$ cat config.mk
export PLATFORM = sky130hd
export DESIGN_NAME = cfr_frame_rx
export DESIGN_NICKNAME = d
export VERILOG_FILES = /design/src/rtl/cfr_pkg.sv /design/src/rtl/cfr_crc_step.sv /design/src/rtl/cfr_burst_ctr.sv /design/src/rtl/cfr_frame_rx.sv
export SDC_FILE = /design/constraint.sdc
export NUM_CORES = 1
export LEC_CHECK = 0
export ABC_AREA = 1
export ABC_CLOCK_PERIOD_IN_PS = 4400
export CAP_MARGIN = 20
export CELL_PAD_IN_SITES_DETAIL_PLACEMENT = 1
export CELL_PAD_IN_SITES_GLOBAL_PLACEMENT = 2
export CORE_MARGIN = 4
export CORE_UTILIZATION = 35
export DETAILED_ROUTE_END_ITERATION = 10
export PLACE_DENSITY = 0.91
export SLEW_MARGIN = 25
export SYNTH_ARGS = -nofsm -noshare
export SYNTH_HDL_FRONTEND = slang
export SYNTH_SLANG_ARGS = --single-unit
$ cat constraint.sdc
create_clock -name clk -period 4.4 [get_ports clk]
set_input_delay 0.88 -clock clk [delete_from_list [all_inputs] [get_ports clk]]
set_output_delay 0.88 -clock clk [all_outputs]
set_load 0.01 [all_outputs]
$ cat src/rtl/cfr_pkg.sv
package cfr_pkg;

    localparam int unsigned BYTE_W     = 8;
    localparam int unsigned ADDR_BYTES = 3;

    localparam logic [BYTE_W-1:0] MARK_START = 8'h3C;
    localparam logic [BYTE_W-1:0] MARK_END   = 8'hA5;
    localparam logic [BYTE_W-1:0] CRC_POLY   = 8'h07;
    localparam logic [BYTE_W-1:0] CRC_SEED   = 8'h00;

    typedef enum logic [2:0] {
        PH_HUNT,
        PH_KIND,
        PH_SIZE,
        PH_ADDR,
        PH_DATA,
        PH_CHECK,
        PH_TAIL
    } phase_e;

endpackage

$ cat src/rtl/cfr_crc_step.sv
module cfr_crc_step #(
    parameter int unsigned        W    = 8,
    parameter logic [W-1:0]       POLY = 8'h07
) (
    input  logic [W-1:0] crc_in,
    input  logic [W-1:0] data_in,
    output logic [W-1:0] crc_out
);

    logic [W-1:0] chain [0:W];

    assign chain[0] = crc_in ^ data_in;

    for (genvar g = 0; g < W; g++) begin : g_bit
        assign chain[g+1] = chain[g][W-1] ? ({chain[g][W-2:0], 1'b0} ^ POLY)
                                          :  {chain[g][W-2:0], 1'b0};
    end

    assign crc_out = chain[W];

endmodule

$ cat src/rtl/cfr_burst_ctr.sv
module cfr_burst_ctr #(
    parameter int unsigned LEN_W = 8,
    localparam int unsigned CNT_W = LEN_W + 1
) (
    input  logic             clk,
    input  logic             rst_n,
    input  logic             load,
    input  logic [LEN_W-1:0] load_len,
    input  logic             step,
    output logic             last,
    output logic [CNT_W-1:0] ordinal
);

    typedef struct packed {
        logic [LEN_W-1:0] remain;
        logic [CNT_W-1:0] ord;
    } ctr_t;

    ctr_t ctr_d, ctr_q;

    always_comb begin
        ctr_d = ctr_q;
        if (load) begin
            ctr_d.remain = load_len;
            ctr_d.ord    = '0;
        end else if (step) begin
            if (ctr_q.remain != '0) begin
                ctr_d.remain = ctr_q.remain - 1'b1;
            end
            ctr_d.ord = ctr_q.ord + 1'b1;
        end
    end

    always_ff @(posedge clk or negedge rst_n) begin
        if (!rst_n) begin
            ctr_q <= '0;
        end else begin
            ctr_q <= ctr_d;
        end
    end

    assign last    = (ctr_q.remain == '0);
    assign ordinal = ctr_q.ord;

    AST_ORD_LIMIT: assert property (@(posedge clk) disable iff (!rst_n)
        ctr_q.ord <= CNT_W'(2**LEN_W));

    AST_ORD_CLEAR: assert property (@(posedge clk) disable iff (!rst_n)
        load |=> (ctr_q.ord == '0));

endmodule

$ cat src/rtl/cfr_frame_rx.sv
module cfr_frame_rx
    import cfr_pkg::*;
#(
    parameter int unsigned W      = BYTE_W,
    parameter int unsigned NADDR  = ADDR_BYTES,
    localparam int unsigned ADDR_W = NADDR * W,
    localparam int unsigned CNT_W  = W + 1,
    localparam int unsigned IDX_W  = (NADDR > 1) ? $clog2(NADDR) : 1
) (
    input  logic              clk,
    input  logic              rst_n,
    input  logic              in_valid,
    input  logic [W-1:0]      in_byte,
    output logic [W-1:0]      msg_kind,
    output logic [ADDR_W-1:0] msg_addr,
    output logic              pay_valid,
    output logic [W-1:0]      pay_byte,
    output logic [CNT_W-1:0]  pay_count,
    output logic              frame_ok,
    output logic              frame_bad
);

    typedef struct packed {
        phase_e            phase;
        logic [IDX_W-1:0]  aidx;
        logic [W-1:0]      kind;
        logic [ADDR_W-1:0] addr;
        logic [W-1:0]      crc;
        logic              pv;
        logic [W-1:0]      pb;
        logic              ok;
        logic              bad;
    } rx_t;

    rx_t rx_d, rx_q;

    logic [W-1:0] crc_base;
    logic [W-1:0] crc_next;
    logic         ctr_load;
    logic         ctr_step;
    logic         ctr_last;
    logic [CNT_W-1:0] ctr_ord;

    assign crc_base = (rx_q.phase == PH_KIND) ? W'(CRC_SEED) : rx_q.crc;

    cfr_crc_step #(
        .W    (W),
        .POLY (W'(CRC_POLY))
    ) u_crc (
        .crc_in  (crc_base),
        .data_in (in_byte),
        .crc_out (crc_next)
    );

    cfr_burst_ctr #(
        .LEN_W (W)
    ) u_ctr (
        .clk      (clk),
        .rst_n    (rst_n),
        .load     (ctr_load),
        .load_len (in_byte),
        .step     (ctr_step),
        .last     (ctr_last),
        .ordinal  (ctr_ord)
    );

    always_comb begin
        rx_d     = rx_q;
        rx_d.pv  = 1'b0;
        rx_d.ok  = 1'b0;
        rx_d.bad = 1'b0;
        ctr_load = 1'b0;
        ctr_step = 1'b0;
        if (in_valid) begin
            unique case (rx_q.phase)
                PH_HUNT: begin
                    if (in_byte == W'(MARK_START)) begin
                        rx_d.phase = PH_KIND;
                    end
                end
                PH_KIND: begin
                    rx_d.kind  = in_byte;
                    rx_d.crc   = crc_next;
                    rx_d.phase = PH_SIZE;
                end
                PH_SIZE: begin
                    rx_d.crc   = crc_next;
                    rx_d.aidx  = '0;
                    ctr_load   = 1'b1;
                    rx_d.phase = PH_ADDR;
                end
                PH_ADDR: begin
                    rx_d.crc  = crc_next;
                    rx_d.addr = {rx_q.addr[ADDR_W-W-1:0], in_byte};
                    rx_d.aidx = rx_q.aidx + 1'b1;
                    if (rx_q.aidx == IDX_W'(NADDR - 1)) begin
                        rx_d.phase = PH_DATA;
                    end
                end
                PH_DATA: begin
                    rx_d.crc = crc_next;
                    rx_d.pv  = 1'b1;
                    rx_d.pb  = in_byte;
                    ctr_step = 1'b1;
                    if (ctr_last) begin
                        rx_d.phase = PH_CHECK;
                    end
                end
                PH_CHECK: begin
                    if (in_byte == rx_q.crc) begin
                        rx_d.phase = PH_TAIL;
                    end else begin
                        rx_d.bad   = 1'b1;
                        rx_d.phase = PH_HUNT;
                    end
                end
                PH_TAIL: begin
                    if (in_byte == W'(MARK_END)) begin
                        rx_d.ok = 1'b1;
                    end else begin
                        rx_d.bad = 1'b1;
                    end
                    rx_d.phase = PH_HUNT;
                end
                default: begin
                    rx_d.phase = PH_HUNT;
                end
            endcase
        end
    end

    always_ff @(posedge clk or negedge rst_n) begin
        if (!rst_n) begin
            rx_q       <= '0;
            rx_q.phase <= PH_HUNT;
        end else begin
            rx_q <= rx_d;
        end
    end

    assign msg_kind  = rx_q.kind;
    assign msg_addr  = rx_q.addr;
    assign pay_valid = rx_q.pv;
    assign pay_byte  = rx_q.pb;
    assign pay_count = ctr_ord;
    assign frame_ok  = rx_q.ok;
    assign frame_bad = rx_q.bad;

    AST_HUNT_QUIET: assert property (@(posedge clk) disable iff (!rst_n)
        (rx_q.phase == PH_HUNT && in_valid && in_byte != W'(MARK_START))
        |=> (rx_q.phase == PH_HUNT && !pay_valid && !frame_ok && !frame_bad));

    AST_IDLE_QUIET: assert property (@(posedge clk) disable iff (!rst_n)
        !$past(in_valid) |-> !(pay_valid || frame_ok || frame_bad));

    AST_VERDICT_EXCL: assert property (@(posedge clk) disable iff (!rst_n)
        !(frame_ok && frame_bad) && !(pay_valid && (frame_ok || frame_bad)));

    AST_OK_AFTER_END: assert property (@(posedge clk) disable iff (!rst_n)
        frame_ok |-> $past(in_valid && in_byte == W'(MARK_END)));

    AST_COUNT_STEP: assert property (@(posedge clk) disable iff (!rst_n)
        (pay_valid && $past(pay_valid)) |-> (pay_count == $past(pay_count) + 1'b1));

    AST_COUNT_NONZERO: assert property (@(posedge clk) disable iff (!rst_n)
        pay_valid |-> (pay_count != '0));

endmodule

* Yosys cells after proc, flatten, opt, wreduce, memory -nomap -nowiden
Cells that the tools add are included.
** Storage, ports and cells
- Register bits :: 73
- Input bits :: 11
- Output and inout bits :: 52
- Word-level logic and storage cells :: 79
** Cells by class
- Add/subtract/negate cells :: 3
- Eq/ne operators :: 13
- Muxes and demuxes :: 29
- Bitwise operators :: 9
- Reduce and logical (&&, ||, !) cells :: 14
** Operators by type and width (number)
- $mux W3 :: 12
- $mux W17 :: 2
- $not A3 Y3 :: 8
- $pmux W3 S6 :: 1
- $mux W8 :: 2
- $reduce_and A2 Y1 :: 6
- $mux W11 :: 1
- $add A9 B1 Y9 const B :: 1
- $eq A3 B3 Y1 const B :: 3
- $mux W9 :: 1
- $eq A8 B6 Y1 const B :: 1
- $eq A8 B8 Y1 :: 1
- $eq A8 B8 Y1 const B :: 1
- $logic_not A8 Y1 :: 1
- $mux W1 :: 8
- $reduce_bool A8 Y1 :: 1
- $sub A8 B1 Y8 const B :: 1
- $xor A8 B8 Y8 :: 1
- $eq A3 B2 Y1 const B :: 2
- $ne A2 B2 Y1 const B :: 3
- $reduce_bool A2 Y1 :: 3
- $pmux W2 S2 :: 1
- $reduce_and A4 Y1 :: 1
- $reduce_or A4 Y1 :: 1
- 5 further kinds :: 5

* Depth between registers and ports, before layout
- Depth after elaboration :: 19
- Gate-level depth with buffers :: 13
- Gate-level depth less buffers :: 13

* By module
Synthesis repeated with hierarchy kept, for this count alone.
** Second synthesis, totals
- Cells, all modules :: 563
- Area total of the unflattened synthesis :: 4506.8 um2
** Modules (own cells, without submodules)
- cfr_frame_rx :: instances 1, cells an instance 307, area each 2906.5 um2, seq. area each 1401.3 um2
- cfr_burst_ctr :: instances 1, cells an instance 175, area each 1237.4 um2, seq. area each 425.4 um2
- cfr_crc_step :: instances 1, cells an instance 81, area each 362.8 um2, seq. area each 0.0 um2

* Least setup slack after synthesis
OpenSTA, ideal clock, no wires.
- Path type :: in2reg
- Start :: input in_byte[7]
- End :: register rx_q[13] (netlist bit)
- Library setup time :: 0.117 ns
- Data arrival time :: 1.770 ns
- Required time :: 4.283 ns
- Setup slack :: 2.513 ns
- Stages on the path :: 12
- Buffers on the path :: 0
- Path through :: inv_1 -> nand2_1 -> nand2_1 -> nand2_1 -> nand2_1 -> inv_1 -> nand2_1 -> nand3_1 -> nand2_1 -> nand3_1 -> nand3_1 -> nand2_1
** Between the ends
- Longest elaborated chain between the ends :: 5
- Elaborated cells on any way between the ends :: 7
- Classes of those cells :: 4 x mux; 3 x bitwise
** RTL lines
- start, declared :: line cfr_frame_rx.sv:13 : input logic [W-1:0] in_byte,
- $xor A8 B8 Y8 (*) :: line cfr_crc_step.sv:12 : assign chain[0] = crc_in ^ data_in;
- $mux W3 (*) :: line cfr_crc_step.sv:15 : assign chain[g+1] = chain[g][W-1] ? ({chain[g][W-2:0], 1'b0} ^ POLY)
- $mux W3 or $not A3 Y3 (tied branches)
- $not A3 Y3 (no line) or $mux W3 (tied branches)
- $mux W3 (*) :: line cfr_crc_step.sv:15
- end signal, assigned :: line cfr_frame_rx.sv:137 : rx_q <= rx_d;
- end, declared :: line cfr_frame_rx.sv:35 : rx_t rx_d, rx_q;
Mark *: on every way between the ends. The rest lies on a longest branch, timed or not.
A chain may end at the register's enable or synchronous reset.

* Final worst setup path
- Start :: input in_valid
- End :: register u_ctr.ctr_q[11] (netlist bit)
** Between the ends
- Longest elaborated chain between the ends :: 3
- Elaborated cells on any way between the ends :: 6
- Classes of those cells :: 3 x mux; 3 x reduce/logical
** RTL lines
- start, declared :: line cfr_frame_rx.sv:12 : input logic in_valid,
- $mux W1 :: line cfr_frame_rx.sv:74 : if (in_valid) begin
- $reduce_bool A2 Y1 (no line)
- $reduce_and A2 Y1 (no line)
- end signal, assigned :: line cfr_burst_ctr.sv:38 : ctr_q <= ctr_d;
- end, declared :: line cfr_burst_ctr.sv:19 : ctr_t ctr_d, ctr_q;
Parallel ways exist; a longest one is shown, timed or not.

==> results.md <==
* Status: finished clean
* Flop-to-flop setup slack at 2.40 ns
* Setup CP Type: in -> reg
* CTS tree: built
* GRT Total Usage at between 10% and 20%
* Starting Density at ~37%
* Area occupied by registers at roughly 0.0018 mm²
* CTS buffer count at 9
* Synth Area in Compound Gates at about 8.8%
* Htree depth at 3
* # hold bufs at CTS at 0
* Final hold violation count at 0
* Root buf cell: clkbuf_16
* Combinational fraction of design power at around 46%
* Largest net degree at the start of global routing at between 40 and 50
* Final TNS setup at 0 ns
* Xor/xnor share of the synthesized area at around 5%
* Top FF cell, synth: dfrtp_1
* Yosys cell types at 37
* Post-synth EDFFs at 0
* Port bufs at 62
* Clk_skew at 0.00726 ns
* Synth Area in Adders at around 1.2%
* Worst-skew pair later-pin latency at 0.33 ns
* Internal Power at 2120 µW
* Post-CTS Resized at 0
* WL/cell at approximately 16 µm
* Max-Cap Viols at 0
* Worst reg2reg endpoint: u_ctr.ctr_q[11]$_DFFE_PN0P_
* RSZ-0062 raised after global routing: no
* Final RePlAce weighted congestion at ~0.94
* Period utilization at between 50 and 60%
* CTS max path bufs at 2
* Req. time, crit path at ~4.6 ns
* Iteration-0 DRC Markers at approximately 180
* Antenna cells at 0
* Worst-Margin Slew at about 0.71 ns
* Switch Pwr at 1370 µW
* Fmax at around 400 MHz
* Sequential power share at roughly 33%
* VDD IR max at 0.295 mV
* #FFs+latches synth at 73
* PD cells at between 700 and 800 mW/mm²
* Hold path endpoint: rx_q[51]$_DFFE_PN0P_
* I/O pin count at 63
* Global-route wire length before repair at 16.4 mm
* Drt drc at 0
* Post-CTS setup buffers at 0
* DRT Wirelength at about 9.9 mm
* Hold wc startpoint: rx_q[51]$_DFFE_PN0P_
* R2R depth at 10
* Simple logic cell fraction of the synthesized area at 21.5%
* Initial antenna violation count at 0
* Nets at 501
* CP Max Fanout at 12
* Mapped Cells at 470
* Synthesized cell area at 0.00404 mm²
* Post-synthesis mux area share at under 10%
* Leak at ~0.0022 µW
* Via density at 4.91
* Vias post-DR at slightly above 3000
* HP Class: reg -> reg
* Area occupied by multi-input gates at approximately 0.0016 mm²
* Core area at 0.0111 mm²
* Routed Antenna Nets at 0
* Syn nets at 485
* Clk pin slew, worst setup/hold paths at ~0.06 ns
* Row count at 38
* Largest family of logic cells by synthesized area: simple AND/OR/NAND/NOR gates
* Filler cell count at between 1000 and 1500
* Share of cells above drive strength 1 at around an eighth
* WHS Path Cells at 1
* Startpoint types: primary input
* Clk pwr share at about a fifth
* Period minus WS final at 2.51 ns
* Overflow left after global routing at 0
* Final setup viols at 0
* Number of detailed-route iterations in the first pass at 4
* Chip height at ~120 µm
* Area delta synth->final at 16.9%
* Sw frac at 39.3%
* Final Util at a little over two fifths
* Syn_area_per_cell at about 8.6 µm²
* Crit end category: flop
* YS warnings at 0
* FF-to-FF Start: rx_q[53]$_DFFE_PN0P_
* Hold slack at 0.483 ns
* Fin. max-slew vios at 0
* Die ar. at roughly 0.013 mm²
* Clock sink total at 73
* Max-slew headroom at between 50 and 60%
* Horiz. Die Dim at 115 µm
* Area contributors post-synth: dfrtp_1 (45%), nand2_1 (12%), buf_4 (9.1%)
* Post-synth top area cell: dfrtp_1
* Critical Path AT at ~2.7 ns
* Top-area cell type share of the netlist area at 45.2%
* Post-DP HPWL at 7.38 mm
* Synth async-reset ratio at 100%
* Seq/Total Area, Yosys at 45.2%
* Vias in the first global route at roughly 3200
## cells in the mapped netlist (all sizes together), types with 4 or more instances
cell type and n:
mux2 12, ha 4, buf 53, xor2 13, nand4 6, inv 48
nor2 24, clkbuf 5, o221ai 5, nand2 129, o21ai 39, xnor2 7
nand3 24, nor3 6, a21oi 10, dfrtp 73
## layout by cell type (no fill, tap or decap), drive strengths merged
| cell | instances |
|---|---|
| nor3 | 6 |
| inv | 49 |
| ha | 4 |
| xor2 | 13 |
| o21ai | 39 |
| clkinvlp | 1 |
| nand3 | 24 |
| nor4 | 3 |
| clkinv | 1 |
| a22o | 1 |
| or2 | 1 |
| o211ai | 3 |
| mux2 | 12 |
| clkdlybuf4s50 | 61 |
| a21oi | 10 |
| clkbuf | 11 |
| nor3b | 2 |
| o221ai | 5 |
| nor2 | 24 |
| o31ai | 2 |
| nand4 | 6 |
| buf | 2 |
| nand2 | 129 |
| dfrtp | 73 |
| bufinv | 1 |
| xnor2 | 7 |
## power groups by stage
stage / combinational [µW] / clock [µW] / sequential [µW]
after CTS: 1620 / 759 / 1160
after detailed placement: 1610 / 0 / 1170
after global placement: 1550 / 0 / 1160
after global routing: 1800 / 789 / 1200
final: 1600 / 741 / 1160
after floorplan: 1270 / 0 / 1100
## per-stage QoR
step	worst slack [ns]	total power, µW	cell area, µm²	instances
floorplan	2.51	2370	4040	470
global placement	1.53	2700	4420	615
detailed placement	1.52	2780	4420	615
CTS	1.85	3540	4730	630
global route	1.66	3790	4730	630
finish	1.89	3500	4730	630
## cell type report
cell class / instances / share of cell area (%)
Multi-Input combinational cell: 291 / 34.2
Timing Repair Buffer: 63 / 13.2
Tap cell: 140 / 3.71
Inverter: 48 / 3.86
Clock inverter: 4 / 1.09
Sequential cell: 73 / 38.6
Clock buffer: 11 / 5.35
## layer usage
metal | GRT usage (%) | routed length, µm | up-vias
li1 | - | - | 1498
met1 | 21.2 | 4630 | 1516
met2 | 25.1 | 4670 | 72
met3 | 2.77 | 448 | 10
met4 | 6.57 | 158 | 0
met5 | 0 | 0 | -
## how the worst max path moves through the flow
stage                          start                     endpoint  slack (ns)
after floorplan           in_byte[7]         rx_q[13]$_DFFE_PN0P_        2.51
after global placement      in_valid     msg_addr[11]$_DFFE_PN0P_        1.53
after detailed placement    in_valid  u_ctr.ctr_q[11]$_DFFE_PN0P_        1.52
after CTS                   in_valid  u_ctr.ctr_q[11]$_DFFE_PN0P_        1.85
after global routing        in_valid  u_ctr.ctr_q[16]$_DFFE_PN0P_        1.66
final                       in_valid  u_ctr.ctr_q[11]$_DFFE_PN0P_        1.89
## cells by family after synthesis
family / after synthesis
AND/OR/NAND/NOR: 195
buffers and inverters: 106
flip-flops: 73
AO/OA/AOI/OAI: 60
XOR/XNOR: 20
multiplexers: 12
adder cells (fa/ha/maj): 4
## flip-flops by register name (all words and copies together) (netlist names)
register / cells
rx_q: 13
msg_kind: 8
u_ctr.ordinal: 9
pay_byte: 8
pay_valid: 1
frame_bad: 1
msg_addr: 24
frame_ok: 1
u_ctr.ctr_q: 8
## critical path, stage by stage
cell and delay (ns):
clkdlybuf4s50_1 0.60, inv_1 0.18, nor2_2 0.31, inv_1 0.27, nand2_2 0.18, inv_2 0.09
nand2_1 0.07, o221ai_1 0.11
Power figures use the tool's default switching activity.
